--- config.mk ---
export PLATFORM = sky130hd
export DESIGN_NAME = can_stamp_timer
export DESIGN_NICKNAME = d
export VERILOG_FILES = /design/src/rtl/cst_pkg.sv /design/src/rtl/cst_tick_gen.sv /design/src/rtl/cst_counter.sv /design/src/rtl/cst_stamp_mem.sv /design/src/rtl/can_stamp_timer.sv
export SDC_FILE = /design/constraint.sdc
export NUM_CORES = 1
export LEC_CHECK = 0
export BUFFER_PORTS_ARGS = -buffer_cell sky130_fd_sc_hd__buf_2
export CAP_MARGIN = 40
export CELL_PAD_IN_SITES_DETAIL_PLACEMENT = 0
export CELL_PAD_IN_SITES_GLOBAL_PLACEMENT = 2
export CORE_UTILIZATION = 30
export DETAILED_ROUTE_END_ITERATION = 16
export PLACE_DENSITY_LB_ADDON = 0.1
export SLEW_MARGIN = 25
export SYNTH_ARGS = -nofsm -noshare
export SYNTH_HDL_FRONTEND = slang
export SYNTH_SLANG_ARGS = --single-unit
--- constraint.sdc ---
create_clock -name clk -period 4.5 [get_ports clk]
set_clock_uncertainty 0.15 [all_clocks]
set_input_delay 0.225 -clock clk [delete_from_list [all_inputs] [get_ports clk]]
set_output_delay 0.225 -clock clk [all_outputs]
set_load 0.03 [all_outputs]
--- src/rtl/cst_pkg.sv ---
package cst_pkg;
  localparam int DIV_FACTOR = 6;
  localparam int DIV_W      = $clog2(DIV_FACTOR);

  typedef enum logic {
    SYNC_ON_START = 1'b0,
    SYNC_ON_END   = 1'b1
  } sync_pick_e;
endpackage

--- src/rtl/cst_tick_gen.sv ---
module cst_tick_gen
  import cst_pkg::*;
#(
  parameter int PRE_W = 8
) (
  input  logic             clk,
  input  logic             rst,
  input  logic             en,
  input  logic [PRE_W-1:0] presc,
  output logic             tick_o
);
  localparam logic [DIV_W-1:0] DIV_LAST = DIV_W'(DIV_FACTOR - 1);

  logic [DIV_W-1:0] div_q;
  logic [PRE_W-1:0] pre_q;
  logic             div_pulse;

  assign div_pulse = en && (div_q == DIV_LAST);
  assign tick_o    = div_pulse && (pre_q >= presc);

  always_ff @(posedge clk) begin
    if (rst || !en) begin
      div_q <= '0;
      pre_q <= '0;
    end else begin
      div_q <= div_pulse ? '0 : div_q + 1'b1;
      if (div_pulse) pre_q <= tick_o ? '0 : pre_q + 1'b1;
    end
  end

  AST_TICK_SPACED: assert property (@(posedge clk) disable iff (rst)
    tick_o |=> !tick_o);
endmodule

--- src/rtl/cst_counter.sv ---
module cst_counter #(
  parameter int CNT_W = 16
) (
  input  logic             clk,
  input  logic             rst,
  input  logic             en,
  input  logic             tick,
  input  logic             ovf_clr,
  input  logic             tim_ie,
  output logic [CNT_W-1:0] count_o,
  output logic             ovf_o,
  output logic             irq_o
);
  logic wrap;
  logic ovf_next;

  assign wrap     = en && tick && (count_o == '1);
  assign ovf_next = wrap ? 1'b1 : (ovf_clr ? 1'b0 : ovf_o);

  always_ff @(posedge clk) begin
    if (rst) begin
      count_o <= '0;
      ovf_o   <= 1'b0;
      irq_o   <= 1'b0;
    end else begin
      if (!en)       count_o <= '0;
      else if (tick) count_o <= count_o + 1'b1;
      ovf_o <= ovf_next;
      irq_o <= ovf_next && tim_ie;
    end
  end

  AST_COUNT_STEP: assert property (@(posedge clk) disable iff (rst)
    (en && tick) |=> (count_o == CNT_W'($past(count_o) + 1'b1)));
  AST_IDLE_ZERO: assert property (@(posedge clk) disable iff (rst)
    !en |=> (count_o == '0));
  AST_WRAP_FLAGS: assert property (@(posedge clk) disable iff (rst)
    wrap |=> ovf_o);
  AST_IRQ_NEEDS_FLAG: assert property (@(posedge clk) disable iff (rst)
    irq_o |-> ovf_o);
endmodule

--- src/rtl/cst_stamp_mem.sv ---
module cst_stamp_mem #(
  parameter int CNT_W = 16,
  parameter int DEPTH = 15,
  parameter int IDX_W = 4
) (
  input  logic             clk,
  input  logic             rx_ok,
  input  logic [IDX_W-1:0] rx_obj,
  input  logic             tx_ok,
  input  logic [IDX_W-1:0] tx_obj,
  input  logic [CNT_W-1:0] wdata,
  input  logic [IDX_W-1:0] rd_obj,
  output logic [CNT_W-1:0] rd_data_o
);
  localparam logic [IDX_W-1:0] LAST_IDX = IDX_W'(DEPTH - 1);

  logic [CNT_W-1:0] mem [DEPTH];

  // Receive write is placed last so it overrides a transmit write to the same entry.
  always_ff @(posedge clk) begin
    if (tx_ok && tx_obj <= LAST_IDX) mem[tx_obj] <= wdata;
    if (rx_ok && rx_obj <= LAST_IDX) mem[rx_obj] <= wdata;
  end

  always_ff @(posedge clk) begin
    rd_data_o <= (rd_obj <= LAST_IDX) ? mem[rd_obj] : '0;
  end
endmodule

--- src/rtl/can_stamp_timer.sv ---
module can_stamp_timer
  import cst_pkg::*;
#(
  parameter int CNT_W = 16,
  parameter int PRE_W = 8,
  parameter int OBJS  = 15,
  parameter int IDX_W = $clog2(OBJS + 1)
) (
  input  logic             clk,
  input  logic             rst,
  input  logic             ctl_en,
  input  logic             tt_mode,
  input  logic             sync_sel,
  input  logic             sof_evt,
  input  logic             eof_evt,
  input  logic [PRE_W-1:0] presc,
  input  logic             tim_ie,
  input  logic             ovf_clr,
  input  logic             rx_ok,
  input  logic [IDX_W-1:0] rx_obj,
  input  logic             tx_ok,
  input  logic [IDX_W-1:0] tx_obj,
  input  logic [IDX_W-1:0] rd_obj,
  output logic [CNT_W-1:0] count_o,
  output logic             ovf_flag_o,
  output logic             irq_o,
  output logic [CNT_W-1:0] sync_cap_o,
  output logic [CNT_W-1:0] rd_stamp_o
);
  logic       tick;
  logic       sync_hit;
  sync_pick_e pick;

  assign pick     = sync_pick_e'(sync_sel);
  assign sync_hit = tt_mode && ((pick == SYNC_ON_START) ? sof_evt : eof_evt);

  cst_tick_gen #(.PRE_W(PRE_W)) i_tick (
    .clk(clk), .rst(rst), .en(ctl_en), .presc(presc), .tick_o(tick)
  );

  cst_counter #(.CNT_W(CNT_W)) i_cnt (
    .clk(clk), .rst(rst), .en(ctl_en), .tick(tick), .ovf_clr(ovf_clr),
    .tim_ie(tim_ie), .count_o(count_o), .ovf_o(ovf_flag_o), .irq_o(irq_o)
  );

  cst_stamp_mem #(.CNT_W(CNT_W), .DEPTH(OBJS), .IDX_W(IDX_W)) i_stamp (
    .clk(clk), .rx_ok(rx_ok), .rx_obj(rx_obj), .tx_ok(tx_ok), .tx_obj(tx_obj),
    .wdata(count_o), .rd_obj(rd_obj), .rd_data_o(rd_stamp_o)
  );

  always_ff @(posedge clk) begin
    if (rst)           sync_cap_o <= '0;
    else if (sync_hit) sync_cap_o <= count_o;
  end

  AST_SYNC_TAKES_COUNT: assert property (@(posedge clk) disable iff (rst)
    sync_hit |=> (sync_cap_o == $past(count_o)));
  AST_SYNC_HELD_OFF: assert property (@(posedge clk) disable iff (rst)
    !tt_mode |=> $stable(sync_cap_o));
endmodule

==> results of run 1 <==
## registers in the layout (all words and copies together), names as in the netlist
signal             count
i_stamp.mem          240
i_cnt.count_o         16
i_stamp.rd_data_o     16
sync_cap_o            16
i_tick.pre_q           8
i_tick.div_q           3
i_cnt.irq_o            1
i_cnt.ovf_o            1
## final timing paths
check	from	to	slack, ns	cells past startpoint
worst min register to register	i_tick.div_q[0]	i_tick.div_q[0]	0.31	1
worst max-delay path	i_cnt.count_o[3]	i_cnt.irq_o	1.24	6
worst max register to register	i_cnt.count_o[3]	i_cnt.irq_o	1.24	6
worst min-delay path	rd_obj[2]	i_stamp.rd_data_o[13]	0.1	2
## report_power, final
part	total (mW)	leakage (nW)	switching [mW]	internal [mW]
Combinational	0.258	1.83	0.162	0.0959
Clock	2.90	0.588	1.15	1.75
Sequential	3.00	3.17	0.00587	2.99
Total	6.15	5.59	1.32	4.84
## synth_stat cells (2+ instances only)
cell	n	share of area (%)
buf_2	8	0.34
o21ai_1	2	0.085
nor2b_1	2	0.11
nor3_1	2	0.085
nand2_1	33	1.0
edfxtp_1	240	61
buf_1	3	0.095
nor2_1	29	0.92
buf_4	4	0.25
o211ai_1	2	0.13
mux4_2	48	9.2
ha_1	12	1.3
o22ai_1	31	1.6
nand2b_1	7	0.37
mux2i_1	64	5.4
nand4_1	10	0.53
or2_2	2	0.11
dfxtp_1	61	10
or4_1	11	0.70
xor2_1	6	0.45
or3b_2	3	0.22
o31ai_1	9	0.57
o21ai_0	23	0.97
and3_1	3	0.16
nand3b_1	4	0.25
clkbuf_1	20	0.64
nand3_1	10	0.42
or3_1	3	0.16
a21oi_1	16	0.68
inv_1	11	0.35
## logic make-up after synthesis
logic type	count (synthesis)	synth area share, %
buffers and inverters	46	1.67
AND/OR/NAND/NOR	126	5.65
adder cells (fa/ha/maj)	12	1.27
flip-flops	301	71.4
multiplexers	113	14.7
AO/OA/AOI/OAI	91	4.82
XOR/XNOR	7	0.519
## critical path: stages, from the launching register on
cell and delay [ns]:
dfxtp_1 0.83, and3_1 0.32, and2_0 0.47, nand3_4 0.18, or4_4 0.57, a21boi_2 0.14
dlygate4sd3_1 0.54
## timing repair
| item | 4_1_cts | 5_1_grt |
|---|---|---|
| gates resized for setup | 0 | 0 |
| hold buffers | 5 | 0 |
| hold endpoints to repair | 19 | 0 |
## metal layers
metal	global-route usage, %	vias up	wire length (microns)
met5	0	-	0
met4	5.64	0	976
met3	2.57	54	1210
met2	28.8	134	16400
met1	19.0	3426	12900
li1	-	3017	-
## area by class of cell
cell class              instances  area share, %
multi-input cells             349           22.8
flip-flops and latches        301           57.7
diodes                          1         0.0171
clock inverters                22           1.37
well taps                     518           4.44
clock buffers                  44           6.80
repair buffers                119           6.52
inverters                      11          0.283
## per-stage QoR
stage          power, mW  cell area [sq um]  worst slack [ns]  hold WS [ns]
2_1_floorplan       3.20              11800              2.27         0.225
3_3_place_gp        3.30              13000              1.88         0.281
3_5_place_dp        3.32              13200              1.79         0.295
4_1_cts             6.23              14500              1.26        0.0861
5_1_grt             6.35              14600              1.12        0.0917
6_report            6.15              14600              1.24        0.0997
==> flow_metrics.tcl, run 1 <==
set metrics [dict create \
    run_status "complete, no violations" \
    layout-drive-gt1-share_pct 29.9 \
    synthArstFlopShare_pct 0 \
    ios 81 \
    critical_path_peak_fanout 21 \
    timing.setup.critical_path_class "register to register" \
    cts_sinks 301 \
    cts_root_buf "clkbuf_16" \
    final_core_utilization_pct 37.7 \
    synth-edff-count 240 \
    seq_area_frac_synth_pct 71.4 \
    final_cell_mix "240 x edfxtp_1, 79 x buf_2, 64 x mux2i_1" \
    finish.net_count 861 \
    number_of_different_library_cells_in_the_post_synthesis_netlist 47 \
    syn_area_per_cell_sq_um 17.0 \
    timing.final.setup_violations 0 \
    synth.net_count 739 \
    placeable_core_area_sq_um 38700 \
    unrepaired_setup_endpoints_after_global_routing "no" \
    synth.yosys.warnings 0 \
    grt_start_max_net_pins 43 \
    timing_worst_slew_pin_value_ns 0.882 \
    p_leak_nw 5.59 \
    synth_area_sq_um 11800 \
    syn-instance-count 696 \
    worstSetupStartpointType "register" \
    layout_min_cycle_time_ns 3.26 \
    number_of_antenna_violations_at_the_first_check_in_global_routing 1 \
    drc 0 \
    place_hpwl_microns 20700 \
    maxSlewHeadroom_pct 41.2 \
    place.gp.congestion 0.722 \
    synth_seq_cells 301 \
    first_pass_iteration_count_of_the_detailed_router 4 \
    clkLatencyLatePin_ns 0.52 \
    cts-root-to-sink-buffers 3 \
    crit_required_ns 4.81 \
    cap_viol_max_count 0 \
    dp.cells 1285 \
    die_w_microns 200 \
    achievable-frequency_mhz 307 \
    multiInputGateArea_sq_um 3330 \
    tot_gr_track_use_pct 15.9 \
    routed_wirelength_microns 31500 \
    detail-route-antenna-nets 0 \
    post-cts-setup-buffers 0 \
    critical_path.endpoint_type "register" \
    timing.hold.worst.class "primary input to register" \
    register_area_sq_um 8430 \
    totalNegativeSetupSlack_ns 0 \
    start_util_pct 30.5 \
    first_global_vias 7177 \
    initialDrtViolationCount 272 \
    die_h_microns 200 \
    post-route-period-util_pct 72.5 \
    fillCellCount 3659 \
    clk_pin_slew_ns 0.06 \
    avgViaCountPerCell 4.86 \
    placement_rows 72 \
    die-area_sq_um 40200 \
    areaGrowthSynthToFinish_pct 23.7 \
    post_drt_wl_per_cell_microns 23.1 \
    cts_tree "built" \
    synthFlopType "edfxtp_1" \
    peak_ir_drop_on_the_vdd_network_mv 0.256 \
    timing_hold_violations_final 0 \
    finalMaxSlewViolations 0 \
    port_buffers 80 \
    htreeDepth 2 \
    tritoncts.num_buffers 36 \
    grt_pass1_wl_microns 46900 \
    worst_ep_arrival_time_ns 3.57 \
    power_density_nw_per_um2 422 \
    layout_commonest_cell "edfxtp_1" \
    post_layout_nonfiller_instances 1365 \
    overall_via_count_from_detail_route 6631 \
    gr-total-overflow 0 \
]
Note: power is estimated with default switching activity, not from simulation.
==> run 2: changes to the inputs <==
==> constraint.sdc (replaced) <==
create_clock -name clk -period 3.26 [get_ports clk]
set_clock_uncertainty 0.15 [all_clocks]
set_input_delay 0.163 -clock clk [delete_from_list [all_inputs] [get_ports clk]]
set_output_delay 0.163 -clock clk [all_outputs]
set_load 0.03 [all_outputs]
==> flow_metrics.tcl, run 2 (synthesis gave the netlist of run 1 again) <==
set metrics [dict create \
    post_cts_resized 0 \
    peak_ir_drop_on_the_vdd_network_mv 0.321 \
    timing.hold.worst_path_depth 3 \
    multiInputGateArea_sq_um 3270 \
    critical_path_peak_fanout 20 \
    overall_via_count_from_detail_route 6630 \
    totalNegativeSetupSlack_ns 0 \
    detail-route-antenna-nets 0 \
    register_to_register_path_depth 6 \
    timing_hold_violations_final 0 \
    grt_pass1_wl_microns 45700 \
    die_w_microns 200 \
    placeable_core_area_sq_um 38700 \
    unrepaired_setup_endpoints_after_global_routing "no" \
    avgViaCountPerCell 4.85 \
    routed_wirelength_microns 30100 \
    start_util_pct 30.5 \
    worstSetupStartpointType "register" \
    first_pass_iteration_count_of_the_detailed_router 4 \
    die_h_microns 200 \
    layout_min_cycle_time_ns 3.02 \
    timing_worst_slew_pin_value_ns 0.784 \
    maxSlewHeadroom_pct 47.7 \
    worst_hold_path.endpoint "i_stamp.rd_data_o[7]" \
    hp-start "rd_obj[2]" \
    crit_required_ns 3.56 \
    first_global_vias 7096 \
    layout-drive-gt1-share_pct 29.1 \
    worstReg2RegStart "i_cnt.count_o[4]" \
    timing.setup.critical_path_class "register to register" \
    post-route-period-util_pct 92.8 \
    drc 0 \
    postCtsHoldBufs 5 \
    power_density_nw_per_um2 572 \
    finalMaxSlewViolations 0 \
    final_cell_mix "240 x edfxtp_1, 79 x buf_2, 64 x mux2i_1" \
    register_area_sq_um 8430 \
    place.gp.congestion 0.736 \
    post-cts-setup-buffers 0 \
    placement_rows 72 \
    finish.net_count 868 \
    clk_pin_slew_ns 0.06 \
    timing.final.setup_violations 0 \
    number_of_antenna_violations_at_the_first_check_in_global_routing 0 \
    post_drt_wl_per_cell_microns 22.0 \
    run_status "complete, no violations" \
    largest_register "i_stamp.mem" \
    cap_viol_max_count 0 \
    gr-total-overflow 0 \
    clkLatencyLatePin_ns 0.50 \
    layout_commonest_cell "edfxtp_1" \
    timing.hold.worst.class "primary input to register" \
    worst_ep_arrival_time_ns 3.32 \
    cts_tree "built" \
    cts_sinks 301 \
    htreeDepth 2 \
    port_buffers 80 \
    tot_gr_track_use_pct 15.3 \
    areaGrowthSynthToFinish_pct 21.1 \
    grt_start_max_net_pins 34 \
    ios 81 \
    fillCellCount 3661 \
    achievable-frequency_mhz 331 \
    cts_root_buf "clkbuf_16" \
    die-area_sq_um 40200 \
    initialDrtViolationCount 351 \
    largest_register_ffs 240 \
    critical_path.endpoint_type "register" \
    rr_endpoint "i_cnt.irq_o" \
    place_hpwl_microns 19300 \
    worst-r2r-setup-slack_ns 0.24 \
    p_leak_nw 5.52 \
    final_core_utilization_pct 36.9 \
    tritoncts.num_buffers 36 \
    cts-root-to-sink-buffers 3 \
]
==> run 2: worst max-delay path, stage by stage (launching register included) <==
cell,delay (ns)
dfxtp_1,0.70
and3_1,0.26
and2_0,0.45
nand3_4,0.18
or4_4,0.56
a21boi_2,0.14
dlygate4sd3_1,0.54
==> run 2: how the worst max path moves through the flow <==
stage,start,to,slack [ns],cells after the start
2_1_floorplan,i_cnt.count_o[2],i_cnt.irq_o,1.03,6
3_3_place_gp,i_tick.pre_q[0],i_tick.pre_q[1],0.69,7
3_5_place_dp,i_tick.pre_q[0],i_tick.pre_q[1],0.66,7
4_1_cts,i_cnt.count_o[4],i_cnt.irq_o,0.24,6
5_1_grt,i_cnt.count_o[4],i_cnt.irq_o,0.02,6
6_report,i_cnt.count_o[4],i_cnt.irq_o,0.24,6
==> run 2: cell type report <==
cell class                      count  share of cell area, %
Multi-Input combinational cell    349                   22.9
Clock buffer                       47                   7.02
Sequential cell                   301                   58.9
Timing Repair Buffer              126                   5.71
Inverter                           11                  0.289
Tap cell                          518                   4.53
Clock inverter                     14                  0.595
Antenna cell                        2                 0.0350
==> run 2: power breakdown <==
group	switching (mW)	total, mW	internal (mW)	leakage [nW]
clock	1.48	3.70	2.23	0.538
combinational	0.213	0.336	0.122	1.81
sequential	0.00562	4.14	4.13	3.17
==> run 2: routing by layer <==
metal | global-route usage [%] | wire, microns | vias to the layer above
met4 | 4.91 | 808 | 0
met1 | 19.1 | 13100 | 3419
met5 | 0 | 0 | -
met2 | 27.0 | 15200 | 140
li1 | - | - | 3021
met3 | 2.39 | 1100 | 50
==> run 2: per-stage QoR <==
step	cell area [sq um]	power, mW	std cells	setup slack, ns	hold slack, ns
3_3_place_gp	13100	4.55	1297	0.686	0.245
2_1_floorplan	11800	4.41	696	1.03	0.163
3_5_place_dp	13100	4.56	1298	0.662	0.254
6_report	14300	8.18	1368	0.236	0.0479
5_1_grt	14300	8.47	1366	0.0215	0.0370
4_1_cts	14300	8.31	1364	0.240	0.0264
